===== src/rtl/irq_dispatch_pkg.sv =====
package irq_dispatch_pkg;
    localparam int unsigned DLV_MODE_W = 3;
    localparam logic [DLV_MODE_W-1:0] DLV_EXTERNAL = 3'd7;

    typedef enum logic [1:0] {
        SC_IDLE = 2'd0,
        SC_SCAN = 2'd1,
        SC_WAIT = 2'd2
    } scan_state_e;
endpackage


===== src/rtl/irq_pin_capture.sv =====
module irq_pin_capture #(
    parameter int unsigned NUM_PINS = 8
) (
    input  logic                clk,
    input  logic                rst_n,
    input  logic [NUM_PINS-1:0] pin_i,
    input  logic [NUM_PINS-1:0] level_i,
    input  logic [NUM_PINS-1:0] clr_pend_i,
    output logic [NUM_PINS-1:0] pend_o,
    output logic                scan_start_o
);
    typedef struct packed {
        logic [NUM_PINS-1:0] line;
        logic [NUM_PINS-1:0] pend;
    } cap_s;

    cap_s cap_d, cap_q;
    logic [NUM_PINS-1:0] rise;

    assign rise = pin_i & ~cap_q.line;

    for (genvar g = 0; g < NUM_PINS; g++) begin : g_line
        always_comb begin
            if (level_i[g]) begin
                cap_d.pend[g] = pin_i[g];
            end else begin
                cap_d.pend[g] = (cap_q.pend[g] & ~clr_pend_i[g]) | rise[g];
            end
            cap_d.line[g] = pin_i[g];
        end
    end

    always_ff @(posedge clk or negedge rst_n) begin
        if (!rst_n) cap_q <= '0;
        else        cap_q <= cap_d;
    end

    assign pend_o       = cap_q.pend;
    assign scan_start_o = |rise;
endmodule


===== src/rtl/irq_scan_ctrl.sv =====
module irq_scan_ctrl
    import irq_dispatch_pkg::*;
#(
    parameter int unsigned NUM_PINS = 8,
    parameter int unsigned VEC_W    = 8,
    parameter int unsigned DEST_W   = 8
) (
    input  logic                           clk,
    input  logic                           rst_n,
    input  logic [NUM_PINS-1:0]            pend_i,
    input  logic                           scan_start_i,
    input  logic [NUM_PINS-1:0]            cfg_mask_i,
    input  logic [NUM_PINS-1:0]            cfg_level_i,
    input  logic [NUM_PINS-1:0]            cfg_polarity_i,
    input  logic [NUM_PINS-1:0]            cfg_dest_mode_i,
    input  logic [DLV_MODE_W*NUM_PINS-1:0] cfg_dlv_mode_i,
    input  logic [VEC_W*NUM_PINS-1:0]      cfg_vector_i,
    input  logic [DEST_W*NUM_PINS-1:0]     cfg_dest_i,
    input  logic                           rsp_accept_i,
    input  logic                           rsp_reject_i,
    output logic                           req_valid_o,
    output logic [VEC_W-1:0]               req_vector_o,
    output logic [DEST_W-1:0]              req_dest_o,
    output logic [DLV_MODE_W-1:0]          req_dlv_mode_o,
    output logic                           req_dest_mode_o,
    output logic                           req_polarity_o,
    output logic                           req_level_o,
    output logic [NUM_PINS-1:0]            clr_pend_o,
    output logic [NUM_PINS-1:0]            status_o,
    output logic                           mode_err_o,
    output logic                           deliver_ok_o,
    output logic                           deliver_fail_o
);
    localparam int unsigned IDX_W = (NUM_PINS > 1) ? $clog2(NUM_PINS) : 1;
    localparam logic [IDX_W-1:0] LAST_IDX = IDX_W'(NUM_PINS - 1);

    typedef struct packed {
        scan_state_e           state;
        logic [IDX_W-1:0]      idx;
        logic                  again;
        logic [VEC_W-1:0]      vector;
        logic [DEST_W-1:0]     dest;
        logic [DLV_MODE_W-1:0] dlv_mode;
        logic                  dest_mode;
        logic                  polarity;
        logic                  level;
        logic [NUM_PINS-1:0]   status;
        logic                  mode_err;
    } scan_s;

    scan_s scan_d, scan_q;
    logic  step;
    logic  [DLV_MODE_W-1:0] cur_mode;

    always_comb begin
        scan_d         = scan_q;
        step           = 1'b0;
        clr_pend_o     = '0;
        deliver_ok_o   = 1'b0;
        deliver_fail_o = 1'b0;
        cur_mode       = cfg_dlv_mode_i[scan_q.idx*DLV_MODE_W +: DLV_MODE_W];

        case (scan_q.state)
            SC_IDLE: begin
                scan_d.again = 1'b0;
                if (scan_start_i) begin
                    scan_d.state = SC_SCAN;
                    scan_d.idx   = '0;
                end
            end
            SC_SCAN: begin
                if (scan_start_i) scan_d.again = 1'b1;
                if (pend_i[scan_q.idx] && !cfg_mask_i[scan_q.idx]) begin
                    if (cur_mode == DLV_EXTERNAL) begin
                        scan_d.mode_err = 1'b1;
                        step            = 1'b1;
                    end else begin
                        scan_d.state     = SC_WAIT;
                        scan_d.vector    = cfg_vector_i[scan_q.idx*VEC_W +: VEC_W];
                        scan_d.dest      = cfg_dest_i[scan_q.idx*DEST_W +: DEST_W];
                        scan_d.dlv_mode  = cur_mode;
                        scan_d.dest_mode = cfg_dest_mode_i[scan_q.idx];
                        scan_d.polarity  = cfg_polarity_i[scan_q.idx];
                        scan_d.level     = cfg_level_i[scan_q.idx];
                    end
                end else begin
                    step = 1'b1;
                end
            end
            SC_WAIT: begin
                if (scan_start_i) scan_d.again = 1'b1;
                if (rsp_accept_i) begin
                    deliver_ok_o                 = 1'b1;
                    clr_pend_o[scan_q.idx]       = ~scan_q.level;
                    scan_d.status[scan_q.idx]    = 1'b0;
                    step                         = 1'b1;
                end else if (rsp_reject_i) begin
                    deliver_fail_o               = 1'b1;
                    scan_d.status[scan_q.idx]    = 1'b1;
                    step                         = 1'b1;
                end
            end
            default: scan_d.state = SC_IDLE;
        endcase

        if (step) begin
            if (scan_q.idx == LAST_IDX) begin
                if (scan_d.again) begin
                    scan_d.state = SC_SCAN;
                    scan_d.idx   = '0;
                    scan_d.again = 1'b0;
                end else begin
                    scan_d.state = SC_IDLE;
                end
            end else begin
                scan_d.state = SC_SCAN;
                scan_d.idx   = scan_q.idx + 1'b1;
            end
        end
    end

    always_ff @(posedge clk or negedge rst_n) begin
        if (!rst_n) scan_q <= '0;
        else        scan_q <= scan_d;
    end

    assign req_valid_o     = (scan_q.state == SC_WAIT);
    assign req_vector_o    = scan_q.vector;
    assign req_dest_o      = scan_q.dest;
    assign req_dlv_mode_o  = scan_q.dlv_mode;
    assign req_dest_mode_o = scan_q.dest_mode;
    assign req_polarity_o  = scan_q.polarity;
    assign req_level_o     = scan_q.level;
    assign status_o        = scan_q.status;
    assign mode_err_o      = scan_q.mode_err;
endmodule


===== src/rtl/irq_stuck_tracker.sv =====
module irq_stuck_tracker #(
    parameter int unsigned STUCK_LIMIT = 5
) (
    input  logic clk,
    input  logic rst_n,
    input  logic ok_i,
    input  logic fail_i,
    output logic warn_o
);
    localparam int unsigned CNT_W = $clog2(STUCK_LIMIT + 2);
    localparam logic [CNT_W-1:0] CNT_MAX = {CNT_W{1'b1}};

    typedef struct packed {
        logic [CNT_W-1:0] cnt;
    } stuck_s;

    stuck_s stk_d, stk_q;

    always_comb begin
        stk_d = stk_q;
        if (ok_i) begin
            stk_d.cnt = '0;
        end else if (fail_i && (stk_q.cnt != CNT_MAX)) begin
            stk_d.cnt = stk_q.cnt + 1'b1;
        end
    end

    always_ff @(posedge clk or negedge rst_n) begin
        if (!rst_n) stk_q <= '0;
        else        stk_q <= stk_d;
    end

    assign warn_o = (stk_q.cnt > CNT_W'(STUCK_LIMIT));
endmodule


===== src/rtl/irq_dispatch_scanner.sv =====
module irq_dispatch_scanner
    import irq_dispatch_pkg::*;
#(
    parameter int unsigned NUM_PINS    = 8,
    parameter int unsigned VEC_W       = 8,
    parameter int unsigned DEST_W      = 8,
    parameter int unsigned STUCK_LIMIT = 5
) (
    input  logic                           clk,
    input  logic                           rst_n,
    input  logic [NUM_PINS-1:0]            irq_pin_i,
    input  logic [NUM_PINS-1:0]            cfg_mask_i,
    input  logic [NUM_PINS-1:0]            cfg_level_i,
    input  logic [NUM_PINS-1:0]            cfg_polarity_i,
    input  logic [NUM_PINS-1:0]            cfg_dest_mode_i,
    input  logic [DLV_MODE_W*NUM_PINS-1:0] cfg_dlv_mode_i,
    input  logic [VEC_W*NUM_PINS-1:0]      cfg_vector_i,
    input  logic [DEST_W*NUM_PINS-1:0]     cfg_dest_i,
    output logic                           req_valid_o,
    output logic [VEC_W-1:0]               req_vector_o,
    output logic [DEST_W-1:0]              req_dest_o,
    output logic [DLV_MODE_W-1:0]          req_dlv_mode_o,
    output logic                           req_dest_mode_o,
    output logic                           req_polarity_o,
    output logic                           req_level_o,
    input  logic                           rsp_accept_i,
    input  logic                           rsp_reject_i,
    output logic [NUM_PINS-1:0]            pending_o,
    output logic [NUM_PINS-1:0]            dlv_status_o,
    output logic                           stuck_warn_o,
    output logic                           mode_err_o
);
    logic [NUM_PINS-1:0] clr_pend;
    logic                scan_start;
    logic                deliver_ok;
    logic                deliver_fail;

    irq_pin_capture #(.NUM_PINS(NUM_PINS)) u_capture (
        .clk          (clk),
        .rst_n        (rst_n),
        .pin_i        (irq_pin_i),
        .level_i      (cfg_level_i),
        .clr_pend_i   (clr_pend),
        .pend_o       (pending_o),
        .scan_start_o (scan_start)
    );

    irq_scan_ctrl #(
        .NUM_PINS (NUM_PINS),
        .VEC_W    (VEC_W),
        .DEST_W   (DEST_W)
    ) u_scan (
        .clk             (clk),
        .rst_n           (rst_n),
        .pend_i          (pending_o),
        .scan_start_i    (scan_start),
        .cfg_mask_i      (cfg_mask_i),
        .cfg_level_i     (cfg_level_i),
        .cfg_polarity_i  (cfg_polarity_i),
        .cfg_dest_mode_i (cfg_dest_mode_i),
        .cfg_dlv_mode_i  (cfg_dlv_mode_i),
        .cfg_vector_i    (cfg_vector_i),
        .cfg_dest_i      (cfg_dest_i),
        .rsp_accept_i    (rsp_accept_i),
        .rsp_reject_i    (rsp_reject_i),
        .req_valid_o     (req_valid_o),
        .req_vector_o    (req_vector_o),
        .req_dest_o      (req_dest_o),
        .req_dlv_mode_o  (req_dlv_mode_o),
        .req_dest_mode_o (req_dest_mode_o),
        .req_polarity_o  (req_polarity_o),
        .req_level_o     (req_level_o),
        .clr_pend_o      (clr_pend),
        .status_o        (dlv_status_o),
        .mode_err_o      (mode_err_o),
        .deliver_ok_o    (deliver_ok),
        .deliver_fail_o  (deliver_fail)
    );

    irq_stuck_tracker #(.STUCK_LIMIT(STUCK_LIMIT)) u_stuck (
        .clk    (clk),
        .rst_n  (rst_n),
        .ok_i   (deliver_ok),
        .fail_i (deliver_fail),
        .warn_o (stuck_warn_o)
    );
endmodule


===== config.mk =====
export PLATFORM = sky130hd
export DESIGN_NAME = irq_dispatch_scanner
export DESIGN_NICKNAME = d
export VERILOG_FILES = /design/src/rtl/irq_dispatch_pkg.sv /design/src/rtl/irq_pin_capture.sv /design/src/rtl/irq_scan_ctrl.sv /design/src/rtl/irq_stuck_tracker.sv /design/src/rtl/irq_dispatch_scanner.sv
export SDC_FILE = /design/constraint.sdc
export NUM_CORES = 1
export LEC_CHECK = 0
export BUFFER_PORTS_ARGS = -buffer_cell sky130_fd_sc_hd__buf_4
export CAP_MARGIN = 40
export CORE_MARGIN = 8
export CORE_UTILIZATION = 35
export CTS_BUF_LIST = sky130_fd_sc_hd__clkbuf_8
export DETAILED_ROUTE_END_ITERATION = 12
export HOLD_SLACK_MARGIN = 0.12
export PLACE_DENSITY_LB_ADDON = 0.08
export SLEW_MARGIN = 10
export SYNTH_ARGS = -nofsm -noshare
export SYNTH_HDL_FRONTEND = slang
export SYNTH_SLANG_ARGS = --single-unit

===== constraint.sdc =====
create_clock -name clk -period 3.5 [get_ports clk]
set_input_delay 0.7 -clock clk [delete_from_list [all_inputs] [get_ports clk]]
set_output_delay 0.7 -clock clk [all_outputs]
set_load 0.02 [all_outputs]

Yosys cells after proc, flatten, opt, wreduce, memory -nomap -nowiden
Index checks and enable logic that the tools add are counted.

storage, ports and cells
  register bits after elaboration = 56
  input port bits = 196
  logic and storage cells = 124
  output and inout port bits = 41

operators by class
  $add $sub $neg = 2
  bitwise gates (word level) = 32
  equality and inequality tests = 9
  order comparisons = 3
  $mul = 1
  muxes and demuxes = 47
  shifts and indexed selects = 3
  reductions and logical operators = 13

operators by type and width
  cell                                                         count
  variable part select 64 x 7 -> 8 bit                         2
  2-to-1 mux 8 bit                                             4
  2-to-1 mux 1 bit                                             25
  bitwise AND 8 bit                                            3
  variable part select 24 x 6 -> 3 bit                         1
  inverter 8 bit                                               2
  binary-select mux 1 bit (select 3 bit)                       5
  inverter 1 bit                                               10
  2-to-1 mux 3 bit                                             3
  bitwise AND 1 bit                                            8
  2-to-1 mux 4 bit                                             2
  OR 1 bit                                                     8
  OR 8 bit                                                     1
  OR reduction 8 bit                                           1
  adder 3 x 1 -> 3 bit (second input constant)                 2
  equality test 3 bit (second input constant)                  2
  2-to-1 mux 6 bit                                             1
  != test 3 x 2 -> 1 bit (second input constant)               2
  case mux 2 bit (3 select lines)                              1
  AND reduction 3 bit                                          2
  multiplier 3 x 2 -> 5 bit (second input constant)            1
  2-to-1 mux 5 bit                                             1
  less-than comparator 3 x 4 -> 1 bit (second input constant)  1
  2-to-1 mux 2 bit                                             2
  16 further kinds                                             20

Depth between registers and ports, before layout
  word-level depth = 11
  mapped depth = 10
  depth with buffers taken out = 7

By module
A second synthesis with hierarchy kept.

unflattened totals
  cell total of the unflattened synthesis = 410
  area, all modules = 4090.2 um^2

modules (own cells, without submodules)
  module             cells each  times used  area each (um^2)  sequential area each (um^2)
  irq_scan_ctrl      325         1           3226.8            925.9
  irq_pin_capture    69          1           673.1             400.4
  irq_stuck_tracker  16          1           190.2             75.1

Least setup slack after synthesis
No wires, ideal clock.

  path kind = input to register
  start point = in cfg_dlv_mode_i[3]
  end point = reg u_scan.scan_q[35] in the netlist's numbering
  stages = 6
  required time = 3375 ps
  path buffers = 0
  arrival time = 2330 ps
  slack = 1045 ps
  setup time = 125 ps
  cell sequence = mux4_1 mux2_2 nor3b_2 o21ai_1 a21o_1 mux2_4

on the way
  word-level cells in the longest chain between the ends = 7
  elaborated cells between the ends (all ways) = 11
  those cells by class = eq/ne: 5; shift: 1; mux: 4; reduce/logical: 1

ends and longest elaborated chain
  element                                                          RTL line                    RTL
  start: declaration                                               irq_dispatch_scanner.sv:16  input logic [DLV_MODE_W*NUM_PINS-1:0] cfg_dlv_mode_i,
  variable part select 24 x 6 -> 3 bit *                           irq_scan_ctrl.sv:61         cur_mode = cfg_dlv_mode_i[scan_q.idx*DLV_MODE_W +: DLV_MODE_W];
  equality test 3 bit *                                            irq_scan_ctrl.sv:74         if (cur_mode == DLV_EXTERNAL) begin
  2-to-1 mux 1 bit                                                 irq_scan_ctrl.sv:74
  2-to-1 mux 1 bit                                                 irq_scan_ctrl.sv:73         if (pend_i[scan_q.idx] && !cfg_mask_i[scan_q.idx]) begin
  case mux 1 bit (2 select lines)                                  irq_scan_ctrl.sv:63         case (scan_q.state)
  != test 3 x 1 -> 1 bit (no source line) (tied with other cells)  -
  AND reduction 4 bit (no source line)                             -
  end signal: assignment                                           irq_scan_ctrl.sv:124        else scan_q <= scan_d;
  end: declaration                                                 irq_scan_ctrl.sv:51         scan_s scan_d, scan_q;

Mark *: on every way between the ends. The rest lies on a longest branch, timed or not.
A chain may end at the register's enable or synchronous reset.

Worst setup path after layout
  start point = reg u_scan.scan_q[32] in the netlist's numbering
  end point = reg u_scan.scan_q[35] in the netlist's numbering

on the way
  word-level cells in the longest chain between the ends = 8
  elaborated cells between the ends (all ways) = 20
  those cells by class = mul: 1; eq/ne: 6; shift: 1; mux: 9; reduce/logical: 3

ends and longest elaborated chain
  element                                                                                     RTL line
  multiplier 3 x 2 -> 5 bit / binary-select mux 1 bit (select 3 bit) (equally long branches)  irq_scan_ctrl.sv:61, irq_scan_ctrl.sv:73
  variable part select 24 x 6 -> 3 bit / 2-to-1 mux 1 bit (equally long branches)             irq_scan_ctrl.sv:61, irq_scan_ctrl.sv:73
  equality test 3 bit / logical NOT 1 bit (equally long branches)                             irq_scan_ctrl.sv:74, irq_scan_ctrl.sv:73
  2-to-1 mux 1 bit / logical AND 1 bit (equally long branches)                                irq_scan_ctrl.sv:74, irq_scan_ctrl.sv:73
  2-to-1 mux 1 bit                                                                            irq_scan_ctrl.sv:73
  case mux 1 bit (2 select lines)                                                             irq_scan_ctrl.sv:63
  != test 3 x 1 -> 1 bit (no source line) (tied with other cells)                             -
  AND reduction 4 bit (no source line)                                                        -

Parallel ways exist; a longest one is shown, timed or not. The select of a mux whose other input is x is not followed.

==> flow_summary_export.csv <==
group,metric,value,unit
clock_network,cts_setup_buffers,0,
die,die_x,122,um
clock_network,cts_resized,0,
clock_network,clk_path_buf_depth,2,
timing,skew,0.0122,ns
timing,fin_crit_sh,0.828,
critical_path,cpPeakStageDelay,0.80,ns
hold_path,holdCritPathClass,"input pin to async pin",
die,dieArea,0.0149,sq mm
yosys,synth_cells,409,
final_layout,multiInputGateArea,0.00205,sq mm
die,core,0.0109,sq mm
timing,drv_slew,0,
pwr,pwr-share-seq,0.291,
yosys,postSynthAreaPerCell,9.59,sq um
grt,grt_max_degree,57,
final_layout,nFillCells,1047,
pwr,power.internal,0.00206,W
clock_network,clockRootBuffer,"clkbuf_8",
yosys,synth.distinct_cells,48,
pwr,power.density,660,mW/mm^2
detailed_routing,vias,4010,
clock_network,htree_num_levels,2,
die,die_y,122,um
clock_network,clk_latency,0.32,ns
timing,worst_pin_slew,0.844,ns
pwr,comb_power_share,0.606,
timing,fmax,345,MHz
placement,hpwl,12500,um
grt,grt_pass1_vias,4050,
critical_path,critical_path_class,"flip-flop to flip-flop",
yosys,syn_area,0.00392,sq mm
critical_path,critPathTopFamily,"multiplexers",
critical_path,cp.arrival,3.10,ns
detailed_routing,first_pass_iters,4,
pwr,clkPwrFrac,0.103,
pwr,swShare,0.446,
detailed_routing,drcViolationCount,0,
final_layout,finalNetCount,808,
timing,fin_crit,2.90,ns
grt,grt_overflow,0,
timing,max_slew_margin,0.437,
timing,hold_slack,0.413,ns
status,status,"finished clean",
final_layout,antennaDiodeCount,0,
final_layout,drive_gt1_frac,0.456,
critical_path,slowest_stage,"dfrtp_1",
yosys,synth.yosys.seq_area_share,0.357,
critical_path,critPathLaunchType,"flip-flop",
placement,portBuffers,236,
pwr,leakagePower,2.64,nW
clock_network,cts_buffers,5,
timing,finalSetupViolCount,0,
yosys,ys.flop_type,"dfrtp_1",
clock_network,postCtsHoldBufs,0,
clock_network,cts.sinks,56,
clock_network,cts_tree,"yes",
job,cap_violations,0,
critical_path,required,3.70,ns
grt,grt_pass1_wl,23100,um
timing,hold_violations,0,
final_layout,area_growth,44.0,%
yosys,synthArstFlopShare,1.00,
yosys,synth_warnings,0,
yosys,synth_nets,615,
final_layout,seq_area,0.00140,sq mm
timing,rsz0062_at_grt,"no",
yosys,ys_ff_latch,56,
detailed_routing,postRouteWirelength,15700,um
timing,fin_setup_tns,0,ns
pwr,ir_worst_vdd,279,uV
pwr,p_sw,0.00166,W
critical_path,crit_path_cell_trace,"buf_4, mux4_2, mux2i_4, o31ai_2, o21ai_1, a21o_1, mux2_4",
detailed_routing,drt-initial-drc-count,232,
detailed_routing,post_drt_wl_per_cell,21.1,um
die,initial_core_util,0.360,
placement,place.gp.congestion,0.922,
grt,antenna_found_initial,0,
yosys,synth_edf_count,0,
critical_path,crit_fanout,17,
detailed_routing,detail-route-antenna-nets,0,
clock_network,clkSlewWorstSetupHoldPaths,0.11,ns
die,rows,38,
grt,grt_use_total,0.200,
critical_path,path_buf_inv,1,
critical_path,end_kind,"flip-flop",
detailed_routing,viasPerCell,5.40,
critical_path,r2r_setup_slack,0.60,ns
die,io-pin-count,237,
[Yosys cell counts (4+ instances only)]
cell type / number / area [sq um]
inv_1: 17 / 63.8
clkbuf_1: 16 / 60.1
o21ai_0: 14 / 70.1
a22o_1: 32 / 280
buf_6: 5 / 56.3
o22ai_1: 4 / 25.0
a21oi_1: 28 / 140
nand2_1: 27 / 101
buf_4: 37 / 278
nor2b_1: 5 / 31.3
nand3b_1: 8 / 60.1
dfrtp_1: 56 / 1400
nor2_1: 31 / 116
a221oi_1: 31 / 272
a22oi_1: 4 / 30.0
mux2i_1: 15 / 150
mux4_2: 7 / 158
ha_1: 10 / 125
a31oi_1: 20 / 125
[kinds of logic after synthesis]
group | share of synthesized area
AO/OA/AOI/OAI | 0.278
AND/OR/NAND/NOR | 0.107
buffers and inverters | 0.122
flip-flops | 0.357
multiplexers | 0.103
adder cells (fa/ha/maj) | 0.0319
[path summary, 6_finish.rpt]
kind | startpoint | to | cells after the start
max reg2reg | u_scan.scan_q[32] | u_scan.scan_q[35] | 7
min reg2reg | u_scan.mode_err_o | u_scan.mode_err_o | 1
min | rst_n | u_stuck.stk_q[1] | 1
max | u_scan.scan_q[32] | u_scan.scan_q[35] | 7
max in group asynchronous | rst_n | u_scan.req_dlv_mode_o[2] | 1
min in group clk | irq_pin_i[7] | u_capture.cap_q[15] | 1
[worst register-to-register path, cell delays in order, from the launching register on]
cell and delay (ns):
dfrtp_1 0.80, buf_4 0.34, mux4_2 0.55, mux2i_4 0.17, o31ai_2 0.13, o21ai_1 0.26, a21o_1 0.23, mux2_4 0.31
[power by group through the flow]
stage	clock (W)	combinational, W	sequential, W
after detailed placement	0	0.00228	0.00110
final	0.000383	0.00226	0.00109
after floorplan	0	0.00170	0.00102
after global placement	0	0.00225	0.00109
after global routing	0.000426	0.00247	0.00113
after CTS	0.000401	0.00229	0.00109
[final cells by class]
class	instances	area share
Inverter	18	0.0120
Clock inverter	3	0.00487
Timing Repair Buffer	248	0.330
Tap cell	140	0.0310
Multi-Input combinational cell	273	0.362
Clock buffer	5	0.0122
Sequential cell	56	0.248
[stage by stage]
step                      instances  total power, W  setup slack (ns)  area [sq um]   util
after floorplan                 409         0.00273              1.05          3920      -
after global placement          735         0.00334             0.657          5550  0.510
after detailed placement        735         0.00339             0.576          5550  0.510
after CTS                       743         0.00378             0.563          5650  0.519
after global routing            743         0.00402             0.363          5650  0.519
final                           743         0.00373             0.601          5650  0.519
[per-layer routing]
layer,track usage,vias to the layer above,part of all wire
li1,-,1908,-
met1,0.247,1941,0.39
met2,0.350,146,0.52
met3,0.0426,15,0.077
met4,0.0463,0,0.016
met5,0,-,0
[cell usage in the layout (no fill, tap or decap), types with 2 or more instances in the layout]
master,netlist,layout
dfrtp_1,56,56
nor2_1,31,31
nand3_1,2,2
buf_4,37,248
nand3b_1,8,8
a22oi_1,4,4
ha_1,10,10
o21ai_0,14,14
a22o_1,32,32
a221oi_1,31,31
mux2_2,3,3
mux4_2,7,7
mux2i_1,15,15
nand2b_1,2,2
inv_1,17,17
o32ai_1,3,3
a21oi_1,28,28
nand2_1,27,27
a31oi_1,20,20
o22ai_1,4,4
nor3b_2,2,2
nor2b_1,5,5
and2_1,2,2
a211oi_1,3,3
clkbuf_8,0,5
No activity file was read; power rests on OpenSTA's default activity.
